**src/rtl/rst_ctrl_pkg.sv**
```systemverilog
package rst_ctrl_pkg;

  localparam int unsigned RC_NUM_OUT   = 64;
  localparam int unsigned RC_WORD_W    = 32;
  localparam int unsigned RC_ADDR_W    = 12;
  localparam int unsigned RC_PULSE_LEN = 16;
  localparam int unsigned RC_CTRL_BASE = 32'h100;
  localparam int unsigned RC_STAT_BASE = 32'h150;
  localparam int unsigned RC_HELD_A    = 12;
  localparam int unsigned RC_HELD_B    = 56;

  // Byte address of register word idx within a bank starting at base.
  function automatic int unsigned word_offset(input int unsigned base,
                                              input int unsigned idx,
                                              input int unsigned word_w);
    return base + idx * (word_w / 8);
  endfunction

endpackage

```
**src/rtl/rst_ctrl_decode.sv**
```systemverilog
module rst_ctrl_decode
  import rst_ctrl_pkg::*;
#(
  parameter int unsigned ADDR_W    = RC_ADDR_W,
  parameter int unsigned WORD_W    = RC_WORD_W,
  parameter int unsigned NUM_WORDS = 2,
  parameter int unsigned CTRL_BASE = RC_CTRL_BASE,
  parameter int unsigned STAT_BASE = RC_STAT_BASE
) (
  input  logic [ADDR_W-1:0]           addr,
  input  logic                        wr,
  input  logic [NUM_WORDS*WORD_W-1:0] line_state,
  output logic [NUM_WORDS-1:0]        wr_word,
  output logic [WORD_W-1:0]           rd_word
);

  logic [NUM_WORDS-1:0] ctrl_hit;
  logic [NUM_WORDS-1:0] stat_hit;

  for (genvar w = 0; w < NUM_WORDS; w++) begin : g_word
    localparam logic [ADDR_W-1:0] CTRL_ADDR = ADDR_W'(word_offset(CTRL_BASE, w, WORD_W));
    localparam logic [ADDR_W-1:0] STAT_ADDR = ADDR_W'(word_offset(STAT_BASE, w, WORD_W));
    assign ctrl_hit[w] = (addr == CTRL_ADDR);
    assign stat_hit[w] = (addr == STAT_ADDR);
  end

  assign wr_word = ctrl_hit & {NUM_WORDS{wr}};

  always_comb begin
    rd_word = '0;
    for (int w = 0; w < NUM_WORDS; w++) begin
      if (ctrl_hit[w]) rd_word = rd_word |  line_state[w*WORD_W +: WORD_W];
      if (stat_hit[w]) rd_word = rd_word | ~line_state[w*WORD_W +: WORD_W];
    end
  end

endmodule

```
**src/rtl/rst_ctrl_line.sv**
```systemverilog
module rst_ctrl_line
  import rst_ctrl_pkg::*;
#(
  parameter int unsigned PULSE_LEN = RC_PULSE_LEN,
  parameter bit          HOLD      = 1'b0
) (
  input  logic clk,
  input  logic rst_n,
  input  logic load,
  input  logic din,
  output logic active
);

  localparam int unsigned CNT_W = $clog2(PULSE_LEN + 1);

  if (HOLD) begin : g_held
    logic hold_q;
    logic hold_d;
    logic hold_en;

    always_comb begin
      hold_en = load;
      hold_d  = din;
    end

    always_ff @(posedge clk or negedge rst_n) begin
      if (!rst_n)       hold_q <= 1'b0;
      else if (hold_en) hold_q <= hold_d;
    end

    assign active = hold_q;
  end else begin : g_pulse
    logic [CNT_W-1:0] cnt_q;
    logic [CNT_W-1:0] cnt_d;
    logic             cnt_en;
    logic             trig;

    always_comb begin
      trig   = load && din;
      cnt_en = trig || (cnt_q != '0);
      if (trig) cnt_d = CNT_W'(PULSE_LEN);
      else      cnt_d = cnt_q - CNT_W'(1);
    end

    always_ff @(posedge clk or negedge rst_n) begin
      if (!rst_n)      cnt_q <= '0;
      else if (cnt_en) cnt_q <= cnt_d;
    end

    assign active = (cnt_q != '0);
  end

endmodule

```
**src/rtl/rst_ctrl_unit.sv**
```systemverilog
module rst_ctrl_unit
  import rst_ctrl_pkg::*;
#(
  parameter int unsigned NUM_OUT   = RC_NUM_OUT,
  parameter int unsigned WORD_W    = RC_WORD_W,
  parameter int unsigned ADDR_W    = RC_ADDR_W,
  parameter int unsigned PULSE_LEN = RC_PULSE_LEN,
  parameter int unsigned CTRL_BASE = RC_CTRL_BASE,
  parameter int unsigned STAT_BASE = RC_STAT_BASE,
  parameter int unsigned HELD_A    = RC_HELD_A,
  parameter int unsigned HELD_B    = RC_HELD_B
) (
  input  logic               clk,
  input  logic               rst_n,
  input  logic [ADDR_W-1:0]  bus_addr,
  input  logic               bus_wr,
  input  logic [WORD_W-1:0]  bus_wdata,
  input  logic               bus_rd,
  output logic [WORD_W-1:0]  bus_rdata,
  output logic [NUM_OUT-1:0] reset_out
);

  localparam int unsigned NUM_WORDS = NUM_OUT / WORD_W;

  logic [NUM_WORDS-1:0] wr_word;
  logic [WORD_W-1:0]    rd_word;
  logic [WORD_W-1:0]    rdata_q;
  logic [WORD_W-1:0]    rdata_d;
  logic                 rdata_en;

  rst_ctrl_decode #(
    .ADDR_W    (ADDR_W),
    .WORD_W    (WORD_W),
    .NUM_WORDS (NUM_WORDS),
    .CTRL_BASE (CTRL_BASE),
    .STAT_BASE (STAT_BASE)
  ) u_decode (
    .addr       (bus_addr),
    .wr         (bus_wr),
    .line_state (reset_out),
    .wr_word    (wr_word),
    .rd_word    (rd_word)
  );

  for (genvar i = 0; i < NUM_OUT; i++) begin : g_line
    localparam bit IS_HELD = (i == HELD_A) || (i == HELD_B);
    rst_ctrl_line #(
      .PULSE_LEN (PULSE_LEN),
      .HOLD      (IS_HELD)
    ) u_line (
      .clk    (clk),
      .rst_n  (rst_n),
      .load   (wr_word[i / WORD_W]),
      .din    (bus_wdata[i % WORD_W]),
      .active (reset_out[i])
    );
  end

  always_comb begin
    rdata_en = bus_rd;
    rdata_d  = rd_word;
  end

  always_ff @(posedge clk or negedge rst_n) begin
    if (!rst_n)        rdata_q <= '0;
    else if (rdata_en) rdata_q <= rdata_d;
  end

  assign bus_rdata = rdata_q;

endmodule

```
**config.mk**
```make
export PLATFORM = sky130hd
export DESIGN_NAME = rst_ctrl_unit
export DESIGN_NICKNAME = d
export VERILOG_FILES = /design/src/rtl/rst_ctrl_pkg.sv /design/src/rtl/rst_ctrl_decode.sv /design/src/rtl/rst_ctrl_line.sv /design/src/rtl/rst_ctrl_unit.sv
export SDC_FILE = /design/constraint.sdc
export NUM_CORES = 1
export LEC_CHECK = 0
export BUFFER_PORTS_ARGS = -buffer_cell sky130_fd_sc_hd__buf_2
export CAP_MARGIN = 25
export CORE_AREA = 3 3 207 189
export DETAILED_ROUTE_END_ITERATION = 10
export DIE_AREA = 0 0 210 192
export GPL_TIMING_DRIVEN = 0
export PLACE_DENSITY = 0.66
export SLEW_MARGIN = 20
export SYNTH_ARGS = -nofsm -noshare
export SYNTH_HDL_FRONTEND = slang
export SYNTH_HIERARCHICAL = 1
export SYNTH_SLANG_ARGS = --single-unit
```
**constraint.sdc**
```tcl
create_clock -name clk -period 2.45 [get_ports clk]
set_clock_uncertainty 0.05 [all_clocks]
set_input_delay 0.1225 -clock clk [delete_from_list [all_inputs] [get_ports clk]]
set_output_delay 0.1225 -clock clk [all_outputs]
set_load 0.1 [all_outputs]
```
==> qor.yml <==
grt_pass1_wl_um: 67500
critPathMaxFanout: 6
cts-buffers-inserted: 39
synth_mux_area_frac: 0.0618
htree_levels: 2
p_leak_uw: 0.00972
drive_gt1_frac: 0.198
final_area_um2: 21700
synth-main-ff-cell: "dfrtp_1"
core_um2: 37100
fmax_ghz: 0.427
placedInstanceArea_um2: 20100
grt_pass1_vias: 13500
endpoint_kind: "output pin"
synth_compound_area_frac: 0.134
drt_iter0_markers: 718
die_area_um2: 40300
synth-xor-area-share: 0.0293
n_antenna_cell: 0
synth_area_um2: 18500
clk_pin_slew_ns: 0.06
critPathSlowestCell: "or4b_1"
cap_viol_max_count: 0
wl_per_cell_um: 16.0
peakVddDrop_mv: 0.818
portBuffers: 141
crit_top_cell: "buf_2"
fill_cells: 3146
synth_top_cell_by_area: "dfrtp_1"
ys_seq_area_frac: 0.465
cp.required_ns: 2.28
maxSlewViolCount: 0
synth-simple-area-share: 0.204
grt_max_degree: 95
slew_headroom: 0.572
ant_nets: 0
crit_path_start_kind: "flop"
ios: 144
first_pass_iters: 5
cts_num_sinks: 344
clock_latency_ns: 0.53
cts-root-buf: "clkbuf_16"
rsz0062_at_grt: "no"
start_util: 0.499
critPathArrivalTime_ns: 2.17
status: "finished clean"
fin_crit_ns: 2.34
ys_seq_elements: 344
drcViolationCount: 0
critPathMaxStageDelay_ns: 0.46
synth_top_family_by_area: "simple AND/OR/NAND/NOR gates"
path_cells: "inv_1, ha_1, or4b_1, buf_2, buf_2"
synth_edf_count: 0
critPathKind: "reg2out"
synthCells: 1742
vias: 13500
rows: 67
synth_top_area_share: 0.465
final_util: 0.585
grt_usage: 0.200
dpl.hpwl_um: 27100
ys_warn_count: 6
wl_um: 39700
synth_fa_ha_area_frac: 0.0419
postSynth.asyncResetShare: 1.00
routed_via_density: 5.42
synth_fp_nets: 1852
final-hold-violation-count: 0
cts_buffer_depth: 3
die_h_um: 192
tightest_slew_ns: 0.642
die_w_um: 210
syn_area_per_cell_um2: 10.6
gp_congestion: 0.761
antenna_found_initial: 1
synth_area_leaders: "dfrtp_1, a221oi_2, ha_1"
layout.nets: 2083
powerDensity_nw_per_um2: 1310
tns_ns: 0
fin_crit_sh: 0.957
grt_overflow: 0
area_growth_pct: 17.4
setup_viol: 0
tritoncts: "built"
hold_path.class: "in2async"
ys_types: 29
[worst paths after layout]
check | end | startpoint | slack [ns] | cells past startpoint
setup / recovery | reset_out[54] | g_line[54].u_line/g_pulse.cnt_q[0] | 0.11 | 5
hold / removal | g_line[35].u_line/g_pulse.cnt_q[4] | rst_n | 0.1 | 2
setup reg to reg | bus_rdata[27] | g_line[27].u_line/g_pulse.cnt_q[0] | 0.18 | 8
hold reg to reg | bus_rdata[29] | bus_rdata[29] | 0.46 | 1
max in group asynchronous | g_line[54].u_line/g_pulse.cnt_q[2] | rst_n | 0.91 | 4
min in group clk | g_line[24].u_line/g_pulse.cnt_q[4] | bus_wr | 0.10 | 5
[layout by cell type (no fill, tap or decap), types with 9 or more instances in the layout]
cell           instances
a211oi_1              62
o21a_1                62
nor3b_1               62
inv_1                186
clkinv_2              10
nor2_1                95
mux2i_1               63
mux2_4                32
nand3b_1              62
o21ai_1               62
clkbuf_16             41
clkbuf_1               9
xnor2_1               62
a21oi_1               62
nand4b_1              62
and2_1                63
or4b_1                62
nand2_1              125
ha_1                  62
buf_2                205
dlygate4sd3_1         35
a221oi_2              62
dfrtp_1              344
or3_1                 62
[worst max-delay path: cells and delay by family (launching register included)]
family | cells | cell delay, ns
simple gates | 1 | 0.46
buf+inv | 3 | 0.55
fa+ha+maj | 1 | 0.24
flops | 1 | 0.40
[stage by stage]
| stage | power, uW | hold WS, ns | cells | setup slack, ns |
|---|---|---|---|---|
| final | 28400 | 0.0980 | 2481 | 0.106 |
| after global routing | 30600 | 0.119 | 2481 | 0.00642 |
| after CTS | 28700 | 0.0632 | 2481 | 0.0776 |
| after detailed placement | 22700 | 0.0846 | 2380 | 0.145 |
| after global placement | 22100 | 0.305 | 2366 | -5.85 |
| after floorplan | 20300 | -0.223 | 1742 | -0.958 |
[cell usage after synthesis, types with 32 or more instances]
master and number:
dfrtp_1 344, inv_1 186, nand2_1 125, nor2_1 97, buf_2 68, mux2i_1 64
and2_1 63, a211oi_1 62, a21oi_1 62, a221oi_2 62, ha_1 62, nand3b_1 62
nand4b_1 62, nor3b_1 62, o21a_1 62, o21ai_1 62, or3_1 62, or4b_1 62
xnor2_1 62, mux2_4 32
[final cells by class]
type | instances | area, um^2 | share of cell area
Multi-Input combinational cell | 1132 | 8750 | 0.402
Sequential cell | 344 | 8610 | 0.396
Timing Repair Buffer | 190 | 1350 | 0.0619
Clock buffer | 54 | 1120 | 0.0518
Inverter | 186 | 698 | 0.0321
Tap cell | 483 | 604 | 0.0278
Buffer | 80 | 497 | 0.0229
Clock inverter | 12 | 110 | 0.00507
[cell families after synthesis]
kind of cell / count (synthesis)
AO/OA/AOI/OAI: 310
buffers and inverters: 266
multiplexers: 98
AND/OR/NAND/NOR: 600
adder cells (fa/ha/maj): 62
flip-flops: 344
XOR/XNOR: 62
[flip-flops by register name (all words and copies together), names as in the netlist]
| signal | flops |
|---|---|
| g_line.u_line/g_pulse.cnt_q | 310 |
| bus_rdata | 32 |
| g_line.u_line/active | 2 |
[where the power goes]
part / switching [uW] / internal, uW
Clock: 2300 / 3400
Sequential: 1850 / 7910
Combinational: 7290 / 5640
Total: 11400 / 17000
[layer usage]
metal | wire length [um] | vias to the layer above | global-route usage | share of wire
met5 | 13 | - | 0 | 0.00033
met4 | 531 | 2 | 0.0410 | 0.013
met3 | 1640 | 46 | 0.0420 | 0.041
met2 | 18400 | 152 | 0.328 | 0.46
met1 | 19100 | 6637 | 0.276 | 0.48
li1 | - | 6622 | - | -
[what timing repair did]
action	4_1_cts	5_1_grt
hold buffers	35	0
hold endpoints to repair	376	0
resized for setup	0	3
endpoints found under the setup margin	0	3
setup buffers	0	0
(Power assumes the default switching activity.)
